## src/rtl/sw_ctrl_fsm.sv

```systemverilog
module sw_ctrl_fsm (
  input  logic clk,
  input  logic rst_n,
  input  logic start_pulse,
  input  logic stop_pulse,
  output logic run_en,
  output logic clr_pulse
);

  typedef enum logic [1:0] {
    ST_IDLE  = 2'd0,
    ST_RUN   = 2'd1,
    ST_PAUSE = 2'd2
  } st_t;

  st_t  state, nxt;
  logic clr_q;

  always_comb begin
    nxt = state;
    case (state)
      ST_IDLE:  if (start_pulse) nxt = ST_RUN;
      ST_RUN:   if (stop_pulse)  nxt = ST_PAUSE;
      ST_PAUSE: if (stop_pulse)  nxt = ST_IDLE;
                else if (start_pulse) nxt = ST_RUN;
      default:  nxt = ST_IDLE;
    endcase
  end

  always_ff @(posedge clk or negedge rst_n) begin
    if (!rst_n) begin
      state <= ST_IDLE;
      clr_q <= 1'b0;
    end else begin
      state <= nxt;
      clr_q <= (state == ST_PAUSE) && stop_pulse;
    end
  end

  assign run_en    = (state == ST_RUN);
  assign clr_pulse = clr_q;

endmodule

```

## config.mk

```make
export PLATFORM = sky130hd
export DESIGN_NAME = sw_ctrl_fsm
export DESIGN_NICKNAME = d
export VERILOG_FILES = /design/src/rtl/sw_ctrl_fsm.sv
export SDC_FILE = /design/constraint.sdc
export NUM_CORES = 1
export LEC_CHECK = 0
export CAP_MARGIN = 20
export CORE_AREA = 2 2 39 41
export CTS_CLUSTER_DIAMETER = 200
export CTS_CLUSTER_SIZE = 14
export DETAILED_ROUTE_END_ITERATION = 10
export DIE_AREA = 0 0 41 43
export PLACE_DENSITY = 0.34
export SLEW_MARGIN = 20
export SYNTH_ARGS = -nofsm -noshare
export SYNTH_HDL_FRONTEND = slang
export SYNTH_SLANG_ARGS = --single-unit
```

## constraint.sdc

```tcl
create_clock -name clk -period 1.2 [get_ports clk]
set_clock_uncertainty 0.2 [all_clocks]
set_input_delay 0.18 -clock clk [delete_from_list [all_inputs] [get_ports clk]]
set_output_delay 0.18 -clock clk [all_outputs]
set_load 0.1 [all_outputs]
```

==> results of run 1 <==
==> stage by stage <==
step / area [um^2] / hold slack (ps) / util
3_5_place_dp: 229 / 172 / 0.165
6_report: 284 / 68.1 / 0.205
2_1_floorplan: 139 / -316 / -
5_1_grt: 284 / 102 / 0.205
3_3_place_gp: 229 / 172 / 0.165
4_1_cts: 265 / 388 / 0.192
==> Yosys cell counts <==
cell type  number
dfrtp_1         3
a21boi_0        1
a21o_1          1
and3b_2         1
mux2_2          1
nor2_1          1
nor2b_1         1
nor4b_1         1
==> worst max-delay path, stage by stage, from the launching register on <==
cell	delay, ps
dfrtp_2	430
nor2b_4	150
buf_12	180
==> routing by layer <==
metal | vias up | wire [um] | GRT usage
met1 | 64 | 83 | 0.0288
met4 | 0 | 17 | 0.100
li1 | 59 | - | -
met2 | 5 | 197 | 0.0844
met3 | 2 | 23 | 0.0157
met5 | - | 0 | 0
==> cells by family after synthesis <==
family	count (synthesis)	synth area share
simple gates	4	0.221
flops	3	0.577
compound gates	2	0.115
mux	1	0.0865
==> registers in the layout (all words and copies together) (netlist names) <==
signal and cells:
state 2, clr_pulse 1
==> layout make-up <==
cell class / count / area (um^2)
tap: 16 / 20.0
multi-input combinational: 7 / 62.6
fill: 150 / 1100
timing repair buffer: 8 / 97.6
clock buffer: 4 / 26.3
sequential: 3 / 77.6
==> power breakdown <==
part	switching, W	internal (W)	total (W)	leakage [nW]
Combinational	0.000102	0.0000906	0.000193	0.0853
Clock	0.0000578	0.000125	0.000183	0.0150
Sequential	0.0000152	0.000118	0.000133	0.0359
==> final timing paths <==
check / from / end / cells after the start
setup / recovery: state[1] / run_en / 2
hold / removal: stop_pulse / state[1] / 2
setup reg to reg: state[0] / state[1] / 3
hold reg to reg: state[1] / clr_pulse / 1
max in group asynchronous: rst_n / clr_pulse / 2
min in group asynchronous: rst_n / state[0] / 2
==> timing repair <==
| item | in CTS | in global routing |
|---|---|---|
| setup buffers | 0 | 2 |
| resized for setup | 0 | 2 |
| hold buffers | 1 | 0 |
| endpoints found under the setup margin | 1 | 3 |
| endpoints found under the hold margin | 3 | 0 |
==> summary.txt, run 1 <==
Floorplan
  – Ports: 6
  – Starting density of the core: 0.0940
  – Core area: 0.00138 mm^2
  – Die area: 0.00176 mm^2
  – Row count: 14
  – Die X: 41 um
  – Die height: 43 um

Clock network
  – Clk buf depth: 2
  – CTS buffer count: 3
  – Clk_lat worst skew: 240 ps
  – # H-tree levels: 1
  – Root Driver: clkbuf_4
  – Num Clock Sinks: 3
  – TritonCTS clock tree: yes
  – Clock transition at path regs: 40 ps

Logic synthesis
  – Synth warn: 0
  – Synth Cell Area: 130 um^2
  – Synth top area share: 0.577
  – Top post-synthesis cells by area: dfrtp_1 58%, mux2_2 8.7%, and3b_2 7.7%
  – Leading area contributor after synthesis: dfrtp_1
  – #FFs+latches synth: 3
  – Syn_area_per_cell: 13.0 um^2
  – Cells after Synth: 10
  – Synth Net Count: 14
  – Post-synthesis sequential area ratio: 0.577
  – Number of distinct library cells after synthesis: 8

Setup path
  – Critical path arrival: 1010 ps
  – Setup crit start kind: flip-flop
  – Worst R2R Setup Slack: -10 ps
  – Crit Path Class: reg -> out
  – Worst Path Required: 820 ps
  – CP max FO: 5
  – Worst setup EP type: output pin

Drt
  – Post-route ant nets: 0
  – WL per Instance: 8.47 um
  – 1st-iter DRT viols: 0
  – Final wirelength: 322 um
  – Post-DR vias/cell: 3.42
  – Via Count: 130
  – Pre-Repair DR Iteration Count: 1
  – Remaining DRCs: 0

Pwr
  – Static leakage: 0.136 nW
  – Pwr Density: 1790 mW/mm^2
  – Post-layout total power: 0.000508 W
  – Peak supply drop: 266 uV

STA
  – Final setup violation count: 2
  – Worst slew pin tran: 272 ps
  – Fin crit period: 1390 ps
  – Headroom to the max-slew limit: 0.816
  – RSZ-0062 raised after global routing: yes
  – Final Max Slew Viols: 0
  – Final hold viol count: 0
  – Fin crit share: 1.16
  – Final setup margin: -186 ps
  – Setup TNS: -198 ps
  – Fmax: 721 MHz

Finish
  – Final std cells w/o fill: 38
  – Highest-count cells in the layout ignoring fill and taps: 3 x clkbuf_4, 2 x dfrtp_2, 2 x clkdlybuf4s50_1, 2 x buf_12, 2 x buf_4
  – Area growth syn-to-layout: 118%
  – Nets: 27
  – N_diodes: 0
  – Share of post-route cells with drive strength above 1: 0.545
  – Commonest non-fill, non-tap cell in the layout: clkbuf_4

Place
  – GP Congestion: 0.521
  – Dpl cells: 31
  – Pre-CTS WS: -209 ps
  – PortBufs: 5

Global route
  – Total GRT Usage: 0.0542
  – Initial antenna violation count: 0
  – First-pass GRT wire length: 531 um
  – GR Overflow Total: 0
  – Vias in the first global route: 151
  – Pin count of the biggest net entering global routing: 6

Run
  – Max_cap viols: 0

Worst hold path
  – Hold Path Class: in -> reg

Outcome
  – Failing checks: negative setup slack
  – Run status: complete, but fails checks
Power figures use the tool's default switching activity.
==> run 2, diff against run 1 <==
Settings changed: REMOVE_ABC_BUFFERS from default to 1.
==> run 2 against run 1 <==
  * The flow still finishes with violations (negative setup slack)
  * Core utilization up 2.5 points
  * Non-clock buffer count rose by 3
  * Count of clock-buffer cells in the layout stayed put
  * Fmax increased by 3.2%
  * Register-to-register slack about the same
  * Combinational power is 20% higher
  * Worst setup slack gained 43 ps
==> summary.txt, run 2 (synthesis results as in run 1) <==
Outcome
  – Run status: complete, but fails checks
  – Failing checks: negative setup slack

Setup path
  – Worst path max stage delay: 400 ps
  – CP Cell Sequence: nor2b_4 -> buf_12
  – CP max FO: 2
  – Worst Path Required: 820 ps
  – Crit Path Class: reg -> out
  – Worst Reg-to-Reg Cells: 4
  – CP max-delay cell: dfrtp_1
  – Worst R2R Setup Slack: 0 ps
  – Worst setup EP type: output pin
  – Critical path arrival: 960 ps
  – Worst Setup SP: state[1]
  – Setup crit start kind: flip-flop
  – Crit path to: run_en
  – Worst r2r src: state[0]
  – Crit Reg-Reg Endpoint: state[1]

Pwr
  – Pwr Density: 1680 mW/mm^2
  – Static leakage: 0.158 nW
  – Peak supply drop: 284 uV

Global route
  – Total GRT Usage: 0.0451
  – Met1 GRT Util: 0.0449
  – Vias in the first global route: 133
  – Initial antenna violation count: 0
  – Top Usage Layer GRT: met4
  – Pin count of the biggest net entering global routing: 5
  – Global Route met2 Usage: 0.0594
  – First-pass GRT wire length: 476 um
  – Met3 usage: 0.0157
  – GR Overflow Total: 0

Floorplan
  – Starting density of the core: 0.0940
  – Die area: 0.00176 mm^2
  – Die height: 43 um
  – Row count: 14
  – Core area: 0.00138 mm^2
  – Die X: 41 um
  – Ports: 6

Place
  – Dpl cells: 34
  – Placed Area: 243 um^2
  – GP Congestion: 0.564
  – Pre-CTS WS: -203 ps
  – PortBufs: 5

STA
  – Final setup violation count: 2
  – Final Max Slew Viols: 0
  – Worst slew pin tran: 218 ps
  – Setup TNS: -146 ps
  – Final setup margin: -143 ps
  – Final hold viol count: 0
  – Fmax: 745 MHz
  – Fin crit share: 1.12
  – Headroom to the max-slew limit: 0.855
  – RSZ-0062 raised after global routing: yes
  – Fin crit period: 1340 ps

Finish
  – Max FFs per register: 2
  – Commonest non-fill, non-tap cell in the layout: buf_4
  – Largest Register: state
  – Post-Layout Inst Area: 319 um^2
  – Area growth syn-to-layout: 145%
  – N_diodes: 0
  – Fillers: 153
  – Share of post-route cells with drive strength above 1: 0.560
  – Final std cells w/o fill: 41
  – Highest-count cells in the layout ignoring fill and taps: 5 x buf_4, 3 x clkbuf_4, 3 x dfrtp_1, 2 x clkdlybuf4s50_1, 2 x buf_12
  – Nets: 30

Clock network
  – Num Clock Sinks: 3
  – Clk_lat worst skew: 240 ps
  – Clock transition at path regs: 40 ps
  – CTS buffer count: 3
  – Root Driver: clkbuf_4
  – Clk buf depth: 2
  – TritonCTS clock tree: yes
  – # H-tree levels: 1

Worst hold path
  – Hold Path Class: in -> reg
  – Min-delay src: stop_pulse

Drt
  – Post-DR vias/cell: 3.66
  – Pre-Repair DR Iteration Count: 4
  – WL per Instance: 8.29 um
  – 1st-iter DRT viols: 2
  – Final wirelength: 340 um
  – Remaining DRCs: 0
  – Post-route ant nets: 0
  – Via Count: 150

Run
  – Max_cap viols: 0
run 2: how the worst min path moves through the flow:
stage | end | slack (ps) | depth (start not counted)
2_1_floorplan | clr_pulse | -320 | 0
3_3_place_gp | clr_pulse | 180 | 1
3_5_place_dp | clr_pulse | 180 | 1
4_1_cts | state[0] | 430 | 2
5_1_grt | state[1] | 220 | 3
6_report | state[1] | 200 | 3
run 2: area by class of cell:
cell class	count	area, um^2	area share
Timing Repair Buffer	11	120	0.376
Multi-Input combinational cell	7	77.6	0.243
Sequential cell	3	75.1	0.235
Clock buffer	4	26.3	0.0824
Tap cell	16	20.0	0.0627
run 2: power by group:
part / switching [W] / leakage, nW / internal, W
clock: 0.0000553 / 0.0150 / 0.000125
combinational: 0.000118 / 0.105 / 0.000113
sequential: 0.0000105 / 0.0389 / 0.000116
total: 0.000184 / 0.158 / 0.000354
run 2: worst max-delay path: cells and delay by family (launching register included):
kind / cells / cell delay (ps)
flops: 1 / 400
buf+inv: 1 / 180
simple gates: 1 / 150
run 2: what timing repair did:
item                                    in CTS  in global routing
hold buffers                                 1                  0
resized for setup                            1                  4
setup buffers                                1                  3
pin swaps                                    0                  2
endpoints found under the setup margin       1                  3
hold endpoints to repair                     3                  0
run 2: layer usage:
layer / vias up / wire, um
met5: - / 0
met1: 66 / 117
met4: 0 / 23
li1: 67 / -
met3: 3 / 40
met2: 14 / 159
run 2: metrics by stage:
| stage | power [W] | util | hold slack (ps) |
|---|---|---|---|
| 2_1_floorplan | 0.000228 | - | -316 |
| 3_3_place_gp | 0.000314 | 0.175 | 176 |
| 3_5_place_dp | 0.000313 | 0.175 | 178 |
| 4_1_cts | 0.000516 | 0.209 | 435 |
| 5_1_grt | 0.000561 | 0.231 | 223 |
| 6_report | 0.000537 | 0.231 | 201 |
==> run 3, diff against run 2 <==
Settings changed: PLACE_DENSITY 0.34 to default, PLACE_DENSITY_LB_ADDON from default to 0.1.
==> run 3 against run 2 <==
  * The flow still finishes with violations (negative setup slack)
  * Cell area shrank 5.9%
  * Sequential power hardly changed
  * Core utilization decreased by 1.4 points
  * Flip-flop and latch count did not move
  * Worst setup slack lost 3.2 ps
  * Via count down 10%
  * Non-clock buffer count shrank 1
  * Die area unchanged
  * Highest routed layer is now met3
==> summary.txt, run 3 (synthesis results as in run 1) <==
Clock network
  – Num Clock Sinks: 3
  – Root Driver: clkbuf_4
  – Clock transition at path regs: 40 ps
  – Post-CTS setup repair buffer count: 0
  – CTS buffer count: 3
  – Clk_lat worst skew: 230 ps
  – Clk buf depth: 2
  – TritonCTS clock tree: yes
  – # H-tree levels: 1

Floorplan
  – Die X: 41 um
  – Die height: 43 um
  – Starting density of the core: 0.0940
  – Core area: 0.00138 mm^2
  – Die area: 0.00176 mm^2
  – Row count: 14
  – Ports: 6

Drt
  – Post-route ant nets: 0
  – WL per Instance: 8.23 um
  – 1st-iter DRT viols: 0
  – Remaining DRCs: 0
  – Via Count: 135
  – Pre-Repair DR Iteration Count: 1
  – Final wirelength: 329 um
  – Post-DR vias/cell: 3.38

STA
  – Worst slew pin tran: 201 ps
  – Fin crit share: 1.12
  – Final hold viol count: 0
  – Final setup violation count: 1
  – Fmax: 743 MHz
  – Final Max Slew Viols: 0
  – RSZ-0062 raised after global routing: yes
  – Final setup margin: -146 ps
  – Headroom to the max-slew limit: 0.865
  – Fin crit period: 1350 ps
  – Hold_ws: 439 ps

Pwr
  – Static leakage: 0.141 nW
  – Pwr Density: 1720 mW/mm^2
  – Peak supply drop: 400 uV

Place
  – PortBufs: 5
  – Dpl cells: 35
  – Pre-CTS WS: -191 ps
  – GP Congestion: 0.647

Finish
  – Highest-count cells in the layout ignoring fill and taps: 4 x buf_4, 3 x clkbuf_4, 3 x dfrtp_1, 3 x clkdlybuf4s50_1, 2 x buf_12
  – Fillers: 155
  – N_diodes: 0
  – Area growth syn-to-layout: 131%
  – Share of post-route cells with drive strength above 1: 0.542
  – Area occupied by multi-input gates: 68.8 um^2
  – Largest Register: state
  – FF/Latch Area: 75.1 um^2
  – Nets: 29
  – Fin util: 0.217
  – Commonest non-fill, non-tap cell in the layout: buf_4
  – Max FFs per register: 2
  – Final std cells w/o fill: 40

Global route
  – Total GRT Usage: 0.0614
  – GR Overflow Total: 0
  – Initial antenna violation count: 0
  – First-pass GRT wire length: 558 um
  – Pin count of the biggest net entering global routing: 5
  – Vias in the first global route: 139

Worst hold path
  – Hold Path Class: reg -> reg

Setup path
  – Worst Path Required: 820 ps
  – Critical path arrival: 970 ps
  – CP max FO: 2
  – Setup crit start kind: flip-flop
  – Crit Path Class: reg -> out
  – Worst setup EP type: output pin

Run
  – Max_cap viols: 0

Outcome
  – Failing checks: negative setup slack
  – Run status: complete, but fails checks
run 3: changes by cell type in the layout (fill, tap and decap cells not counted):
cell,previous run,this run
buf_4,5,4
dlymetal6s2s_1,1,0
clkdlybuf4s50_1,2,3
nor4b_4,1,0
nor4b_2,0,1
run 3: path summary, 6_finish.rpt:
kind,from,endpoint,slack (ps),cells past startpoint
max in group asynchronous,rst_n,state[0],190,2
max reg2reg,state[1],state[0],30,3
min,state[0],state[0],440,2
min reg2reg,state[0],state[0],440,2
min in group asynchronous,rst_n,clr_pulse,470,2
max,state[1],run_en,-150,2
run 3: per-layer routing:
layer	track usage	part of all wire	up-vias
li1	-	-	64
met1	0.0388	0.31	68
met2	0.0781	0.66	3
met3	0.0471	0.030	0
met4	0.100	0	0
met5	0	0	-
run 3: power breakdown:
group / switching (W) / leakage (nW) / total, W / internal, W
Sequential: 0.0000114 / 0.0389 / 0.000127 / 0.000116
Clock: 0.0000531 / 0.0150 / 0.000178 / 0.000125
Combinational: 0.000109 / 0.0870 / 0.000211 / 0.000102
Total: 0.000174 / 0.141 / 0.000516 / 0.000342
run 3: cell type report:
type                    instances  share of cell area
well taps                      16              0.0667
multi-input cells               7               0.229
flip-flops and latches          3               0.250
repair buffers                 10               0.367
clock buffers                   4              0.0875
run 3: through the flow:
stage	instance area, um^2	setup TNS (ps)	power (W)
2_1_floorplan	130	-2090	0.000228
3_3_place_gp	250	-483	0.000327
3_5_place_dp	250	-455	0.000324
4_1_cts	289	-196	0.000519
5_1_grt	300	-240	0.000555
6_report	300	-146	0.000516
run 3: worst max-delay path: stages, from the launching register on:
cell and delay, ps:
dfrtp_1 400, nor2b_4 150, buf_12 180
run 3: what timing repair did:
item / in CTS / in global routing
endpoints found under the hold margin: 3 / 0
gates resized for setup: 1 / 2
endpoints found under the setup margin: 1 / 3
hold buffers: 1 / 0
